[config.mk]
export PLATFORM = sky130hd
export DESIGN_NAME = store_router
export DESIGN_NICKNAME = d
export VERILOG_FILES = /design/src/rtl/store_route_pkg.sv /design/src/rtl/store_route_decode.sv /design/src/rtl/store_route_led.sv /design/src/rtl/store_route_hiwater.sv /design/src/rtl/store_router.sv
export SDC_FILE = /design/constraint.sdc
export NUM_CORES = 1
export LEC_CHECK = 0
export CAP_MARGIN = 10
export CORE_UTILIZATION = 36
export DETAILED_ROUTE_END_ITERATION = 6
export PLACE_DENSITY = 0.86
export SLEW_MARGIN = 40
export SYNTH_ARGS = -nofsm -noshare
export SYNTH_HDL_FRONTEND = slang
export SYNTH_SLANG_ARGS = --single-unit
[constraint.sdc]
create_clock -name clk -period 4.5 [get_ports clk]
set_clock_uncertainty 0.05 [all_clocks]
set_input_delay 0.675 -clock clk [delete_from_list [all_inputs] [get_ports clk]]
set_output_delay 0.675 -clock clk [all_outputs]
set_load 0.005 [all_outputs]
[src/rtl/store_route_pkg.sv]
package store_route_pkg;
  typedef enum logic [2:0] {
    TGT_NONE = 3'd0,
    TGT_PM   = 3'd1,
    TGT_VRAM = 3'd2,
    TGT_UART = 3'd3,
    TGT_LED  = 3'd4
  } tgt_e;
endpackage

[src/rtl/store_route_decode.sv]
module store_route_decode
  import store_route_pkg::*;
#(
  parameter int ADDR_W = 16,
  parameter int IO_SEL_HI = 7
) (
  input  logic [ADDR_W-1:0] addr,
  output tgt_e              tgt
);
  localparam int MEM_BIT = ADDR_W - 1;
  localparam int VID_BIT = ADDR_W - 2;
  localparam int IO_SEL_LO = IO_SEL_HI - 1;

  always_comb begin
    tgt = TGT_NONE;
    if (addr[MEM_BIT]) begin
      tgt = addr[VID_BIT] ? TGT_VRAM : TGT_PM;
    end else begin
      unique case (addr[IO_SEL_HI:IO_SEL_LO])
        2'b00:   tgt = TGT_LED;
        2'b10:   tgt = TGT_UART;
        default: tgt = TGT_NONE;
      endcase
    end
  end
endmodule

[src/rtl/store_route_led.sv]
module store_route_led #(
  parameter int W = 8
) (
  input  logic         clk,
  input  logic         rst_n,
  input  logic         wr,
  input  logic [W-1:0] d,
  output logic [W-1:0] q
);
  always_ff @(posedge clk or negedge rst_n) begin
    if (!rst_n) q <= '0;
    else if (wr) q <= d;
  end


  led_load_chk: assert property (@(posedge clk) disable iff (!rst_n)
    wr |=> q == $past(d));

  led_hold_chk: assert property (@(posedge clk) disable iff (!rst_n)
    !wr |=> $stable(q));
endmodule

[src/rtl/store_route_hiwater.sv]
module store_route_hiwater #(
  parameter int AW = 10
) (
  input  logic          clk,
  input  logic          rst_n,
  input  logic          wr,
  input  logic [AW-1:0] addr,
  output logic [AW-1:0] mark
);
  always_ff @(posedge clk or negedge rst_n) begin
    if (!rst_n) mark <= '0;
    else if (wr && (addr > mark)) mark <= addr;
  end


  hiwater_mono_chk: assert property (@(posedge clk) disable iff (!rst_n)
    1'b1 |=> mark >= $past(mark));

  hiwater_idle_chk: assert property (@(posedge clk) disable iff (!rst_n)
    !wr |=> $stable(mark));
endmodule

[src/rtl/store_router.sv]
module store_router
  import store_route_pkg::*;
#(
  parameter int ADDR_W  = 16,
  parameter int DATA_W  = 32,
  parameter int PM_AW   = 10,
  parameter int PM_DW   = 16,
  parameter int VR_CW   = 7,
  parameter int VR_RW   = 6,
  parameter int VR_DW   = 8,
  parameter int UART_IW = 4,
  parameter int LED_W   = 8
) (
  input  logic               clk,
  input  logic               rst_n,
  input  logic               st_valid,
  output logic               st_ready,
  input  logic [ADDR_W-1:0]  st_addr,
  input  logic [DATA_W-1:0]  st_data,
  output logic               pm_we,
  output logic [PM_AW-1:0]   pm_addr,
  output logic [PM_DW-1:0]   pm_wdata,
  output logic               vr_we,
  output logic [VR_CW-1:0]   vr_col,
  output logic [VR_RW-1:0]   vr_row,
  output logic [VR_DW-1:0]   vr_wdata,
  output logic               uart_we,
  output logic [UART_IW-1:0] uart_idx,
  output logic [LED_W-1:0]   led_q,
  output logic [PM_AW-1:0]   pm_hiwater
);
  localparam int ROW_LO = VR_CW;
  localparam int ROW_HI = VR_CW + VR_RW - 1;

  tgt_e tgt;
  logic take;
  logic led_we;

  assign st_ready = 1'b1;
  assign take     = st_valid & st_ready;

  store_route_decode #(.ADDR_W(ADDR_W)) u_dec (
    .addr (st_addr),
    .tgt  (tgt)
  );

  assign pm_we   = take && (tgt == TGT_PM);
  assign vr_we   = take && (tgt == TGT_VRAM);
  assign uart_we = take && (tgt == TGT_UART);
  assign led_we  = take && (tgt == TGT_LED);

  assign pm_addr  = st_addr[PM_AW-1:0];
  assign pm_wdata = st_data[PM_DW-1:0];
  assign vr_col   = st_addr[VR_CW-1:0];
  assign vr_row   = st_addr[ROW_HI:ROW_LO];
  assign vr_wdata = st_data[VR_DW-1:0];
  assign uart_idx = st_addr[UART_IW-1:0];

  store_route_led #(.W(LED_W)) u_led (
    .clk   (clk),
    .rst_n (rst_n),
    .wr    (led_we),
    .d     (st_data[LED_W-1:0]),
    .q     (led_q)
  );

  store_route_hiwater #(.AW(PM_AW)) u_hw (
    .clk   (clk),
    .rst_n (rst_n),
    .wr    (pm_we),
    .addr  (pm_addr),
    .mark  (pm_hiwater)
  );


  one_target_chk: assert property (@(posedge clk) disable iff (!rst_n)
    $onehot0({pm_we, vr_we, uart_we, led_we}));

  idle_quiet_chk: assert property (@(posedge clk) disable iff (!rst_n)
    !st_valid |-> !(pm_we || vr_we || uart_we || led_we));

  drop_slot_chk: assert property (@(posedge clk) disable iff (!rst_n)
    (!st_addr[ADDR_W-1] && st_addr[6]) |-> !(uart_we || led_we || pm_we || vr_we));

  always_ready_chk: assert property (@(posedge clk) disable iff (!rst_n)
    st_valid |-> st_ready);
endmodule

; Word-level counts from Yosys, hierarchy flattened
; Index checks and enable logic that the tools add are counted.
[op_classes]
add_sub_neg = 0
n_shift = 0
mul = 0
order_cmp = 1
bitwise_logic = 0
div = 0
mux = 3
n_reduce_logical = 6
eq_ne = 5
[ops]
columns = cell, n
row1 = 10-bit > comparator, 1
row2 = 3-bit by 2-bit equality test with 1-bit output (second input constant), 2
row3 = 3-bit case mux with 2 select lines, 1
row4 = 1-bit logical AND, 5
row5 = 3-bit by 1-bit equality test with 1-bit output (second input constant), 1
row6 = 3-bit equality test (second input constant), 1
row7 = 3-bit two-way mux, 1
row8 = 2-bit equality test (second input constant), 1
row9 = 2-bit logical NOT, 1
row10 = 2-bit two-way mux, 1
[word_totals]
romBits = 0
out_inout_bits = 73
ramBits = 0
regBits = 18
elab_cells = 17
latch_bits = 0
input_bits = 51
mem_count = 0

; Depth between registers and ports, before layout
[logic_depth]
depth_word = 6
ltp_mapped = 7

; Modules after synthesis
; From an unflattened synthesis, not the netlist that was laid out.
[hier_totals]
cells_unflattened = 182
hier_area_um2 = 1711.6
[by_module_without_submodules]
columns = mod, n_inst, cells_each, area_per_inst_um2
row1 = store_route_hiwater, 1, 103, 905.9
row2 = store_router, 1, 57, 441.7
row3 = store_route_led, 1, 17, 331.6
row4 = store_route_decode, 1, 5, 32.5

; Worst setup path after synthesis
; No wires, ideal clock.
[synth_timing]
path_kind = input to register
start = input st_addr[5]
end = register u_hw.mark[0]
cell_stages = 6
slack_ps = 2472
t_required_ps = 4349
t_arrival_ps = 1878
n_path_buf = 1
cell_sequence = ha_1 -> nand4_1 -> a211o_1 -> o2111a_1 -> buf_6 -> o311ai_2
[synth_via]
elab_chain_len = 2
[synth_rtl]
columns = item, line_no
row1 = from (decl), store_router.sv:18  ; input logic [ADDR_W-1:0] st_addr,
row2 = 10-bit > comparator, store_route_hiwater.sv:12  ; else if (wr && (addr > mark)) mark <= addr;
row3 = 1-bit logical AND, store_route_hiwater.sv:12
row4 = to (signal assigned), store_route_hiwater.sv:12
row5 = to (decl), store_route_hiwater.sv:8  ; output logic [AW-1:0] mark
; Every way passes these cells.
; A chain may end at the register's enable or synchronous reset.

; Final worst setup path
[layout_timing]
start = input st_addr[7]
end = register u_hw.mark[8]
[layout_via]
elab_chain_len = 6
word_cells_on_any_way = 8
cone_classes = 1 x order compare / 2 x eq/ne / 2 x mux / 3 x reduce/logical
[layout_rtl]
columns = item, line_no
row1 = 2-bit equality test / 2-bit logical NOT (equally long branches), store_route_decode.sv:19  ; unique case (addr[IO_SEL_HI:IO_SEL_LO])
row2 = 3-bit case mux with 2 select lines, store_route_decode.sv:19
row3 = 3-bit two-way mux, store_route_decode.sv:16  ; if (addr[MEM_BIT]) begin
row4 = 3-bit by 1-bit equality test with 1-bit output, store_router.sv:47  ; assign pm_we = take && (tgt == TGT_PM);
row5 = 1-bit logical AND, store_router.sv:47
row6 = 1-bit logical AND (*), store_route_hiwater.sv:12
; Mark *: on every way between the ends. The rest lies on a longest branch, timed or not.

==> metrics <==
CP arrival between 2 and 3 ns; overall global routing resource usage 0.155; status finished, final reports clean; Post-CTS Setup Bufs 0; cts repair resizes 0; Synthesized Nets 237; Layout Nets 267; setup_tns 0 ns; GP Congestion 0.866; hold buffer count at cts 0; Max Root-Sink Buffers 2; DIE AREA 4630 µm²; switching power 0.109 mW; CTS Buf Count 3; WP data required 4.62 ns; Slew HR 0.479; Cells after Synth around 180; synth unique cells 27; period utilization 0.636; Synth-to-Final Area Change 33.7%; Power Density about 220 nW/µm²; clock sinks 18; final hold vios 0; Gate power share 0.297; final setup fails 0; FF+latch area 450 µm²; vias 1288; worst hold path type input port to async pin; Crit Path Category input port to flop; Antenna diodes 0; WHS slightly below 0.3 ns; Util after Layout 0.514; Pint 0.347 mW; Max Clk Rate approximately 350 MHz; Slew @ Worst Pin approximately 0.8 ns; CTS tree yes; Seq pwr share 0.404; Startpoint Class input port; vias per inst 5.05; Avg WL per Cell 13.4 µm; Worst VDD drop ~0.11 mV; dpl cells between 200 and 300; switch share 0.239; number of fill cells 379; IO Pins 124; drt pass-1 iters 4; min Tclk post-route around 2.9 ns; area occupied by multi-input gates between 600 and 700 µm²; Die X 68.1 µm; RSZ-0062 raised after global routing no; R2R depth 8; DP Wirelength 2610 µm; max_cap viols 0; Clock Power Share 0.298; initial drt markers 82; Ys Warns 0; DRC viols 0; PortBufs 83; number of global-route vias before repair 1206; flops & latches, synth 18; Clk Latency, worst-skew pair 0.26 ns; row count 23; Worst Path Max Fanout 14; Starting Density 0.385; Worst setup EP type flop; post-synthesis cell area ~1600 µm²; global route overflow 0; ANT nets after route 0; Tot Pwr 0.456 mW; first-pass GRT wire length 5450 µm; Seq/Total Area, Yosys 0.287; total core area 4090 µm²; Slew Limit Fails 0; initial antenna violation count 0; clock root cell clkbuf_8; post-layout instance count excluding filler cells 255; clock slew at reported path FFs 0.08 ns; largest net degree at the start of global routing 19; DRT Wirelength 3420 µm; mean post-synth cell area 8.93 µm²; H-tree depth 1; layout cells sized above 1 0.0829; Pleak 0.943 nW; DIE HEIGHT a little under 70 µm
[layout make-up]
type                            instances  area share
Timing Repair Buffer                   85       0.400
Multi-Input combinational cell         86       0.308
Sequential cell                        18       0.214
Tap cell                               50      0.0298
Clock buffer                            4      0.0262
Inverter                               12      0.0214
[layer usage]
layer  wire (µm)  global-route usage  vias to the layer above
met5           0                   0                        -
met1        1480               0.186                      620
met4          39              0.0521                        0
met2        1690               0.278                       43
li1            -                   -                      621
met3         210              0.0217                        4
[registers in the layout (all words and copies together), names as in the netlist]
register,count
u_hw.mark,10
u_led.q,8
[stage by stage]
stage | area [µm²] | setup slack [ns]
after floorplan | 1570 | 2.47
after global routing | 2100 | 1.51
after global placement | 2050 | 1.36
final | 2100 | 1.64
after CTS | 2100 | 1.65
after detailed placement | 2050 | 1.39
[path summary, 6_finish.rpt]
path	startpoint	endpoint	slack (ns)
min in group clk	u_led.q[0]$_DFFE_PN0P_	u_led.q[0]$_DFFE_PN0P_	0.46
hold / removal	rst_n	u_hw.mark[4]$_DFFE_PN0P_	0.30
hold reg to reg	u_led.q[0]$_DFFE_PN0P_	u_led.q[0]$_DFFE_PN0P_	0.46
max in group asynchronous	rst_n	u_led.q[3]$_DFFE_PN0P_	3.80
setup / recovery	st_addr[7]	u_hw.mark[8]$_DFFE_PN0P_	1.64
setup reg to reg	u_hw.mark[9]$_DFFE_PN0P_	u_hw.mark[8]$_DFFE_PN0P_	2.23
[critical path, stage by stage]
cell	delay [ns]
clkdlybuf4s50_1	0.55
ha_1	0.37
nand4_1	0.08
buf_4	0.19
o31ai_1	0.68
buf_4	0.28
nand2_1	0.07
o211ai_1	0.10
[synthesized netlist by cell type (all sizes together)]
| cell type | count | area, µm² |
|---|---|---|
| a211o | 2 | 17.5 |
| a21oi | 2 | 10.0 |
| and3 | 1 | 6.26 |
| and3b | 1 | 8.76 |
| buf | 54 | 407 |
| clkbuf | 6 | 22.5 |
| conb | 1 | 3.75 |
| dfrtp | 18 | 450 |
| ha | 10 | 125 |
| inv | 12 | 45.0 |
| mux2 | 8 | 90.1 |
| nand2 | 21 | 78.8 |
| nand2b | 1 | 6.26 |
| nand4 | 2 | 12.5 |
| nor2 | 9 | 33.8 |
| nor2b | 1 | 6.26 |
| nor4b | 1 | 23.8 |
| nor4bb | 1 | 10.0 |
| o2111a | 1 | 11.3 |
| o2111ai | 10 | 87.6 |
| o211ai | 10 | 75.1 |
| o21a | 1 | 7.51 |
| o311ai | 1 | 16.3 |
| o31a | 1 | 8.76 |
| o31ai | 1 | 7.51 |
[cell families after synthesis]
| logic type | synth area share |
|---|---|
| adder cells (fa/ha/maj) | 0.0796 |
| AO/OA/AOI/OAI | 0.154 |
| multiplexers | 0.0573 |
| other | 0.00239 |
| AND/OR/NAND/NOR | 0.119 |
| flip-flops | 0.287 |
| buffers and inverters | 0.302 |
[cell usage in the layout, fill, tap and decap left out, drive strengths merged]
cell / instances
clkbuf: 4
nand2b: 1
nor2b: 1
conb: 1
o211ai: 10
nor4b: 1
o2111ai: 10
dfrtp: 18
nand4: 2
inv: 12
buf: 3
nor2: 9
ha: 10
o311ai: 1
and3b: 1
mux2: 8
o31a: 1
and3: 1
o21a: 1
nor4bb: 1
nand2: 21
clkdlybuf4s50: 82
o2111a: 1
a211o: 2
o31ai: 1
a21oi: 2
[power groups by stage]
stage	registers, mW	clock network [mW]	logic (mW)
floorplan	0.190	0	0.0645
global placement	0.188	0	0.135
detailed placement	0.188	0	0.137
CTS	0.185	0.143	0.138
global route	0.187	0.150	0.146
finish	0.184	0.136	0.136
Note: power is estimated with default switching activity, not from simulation.
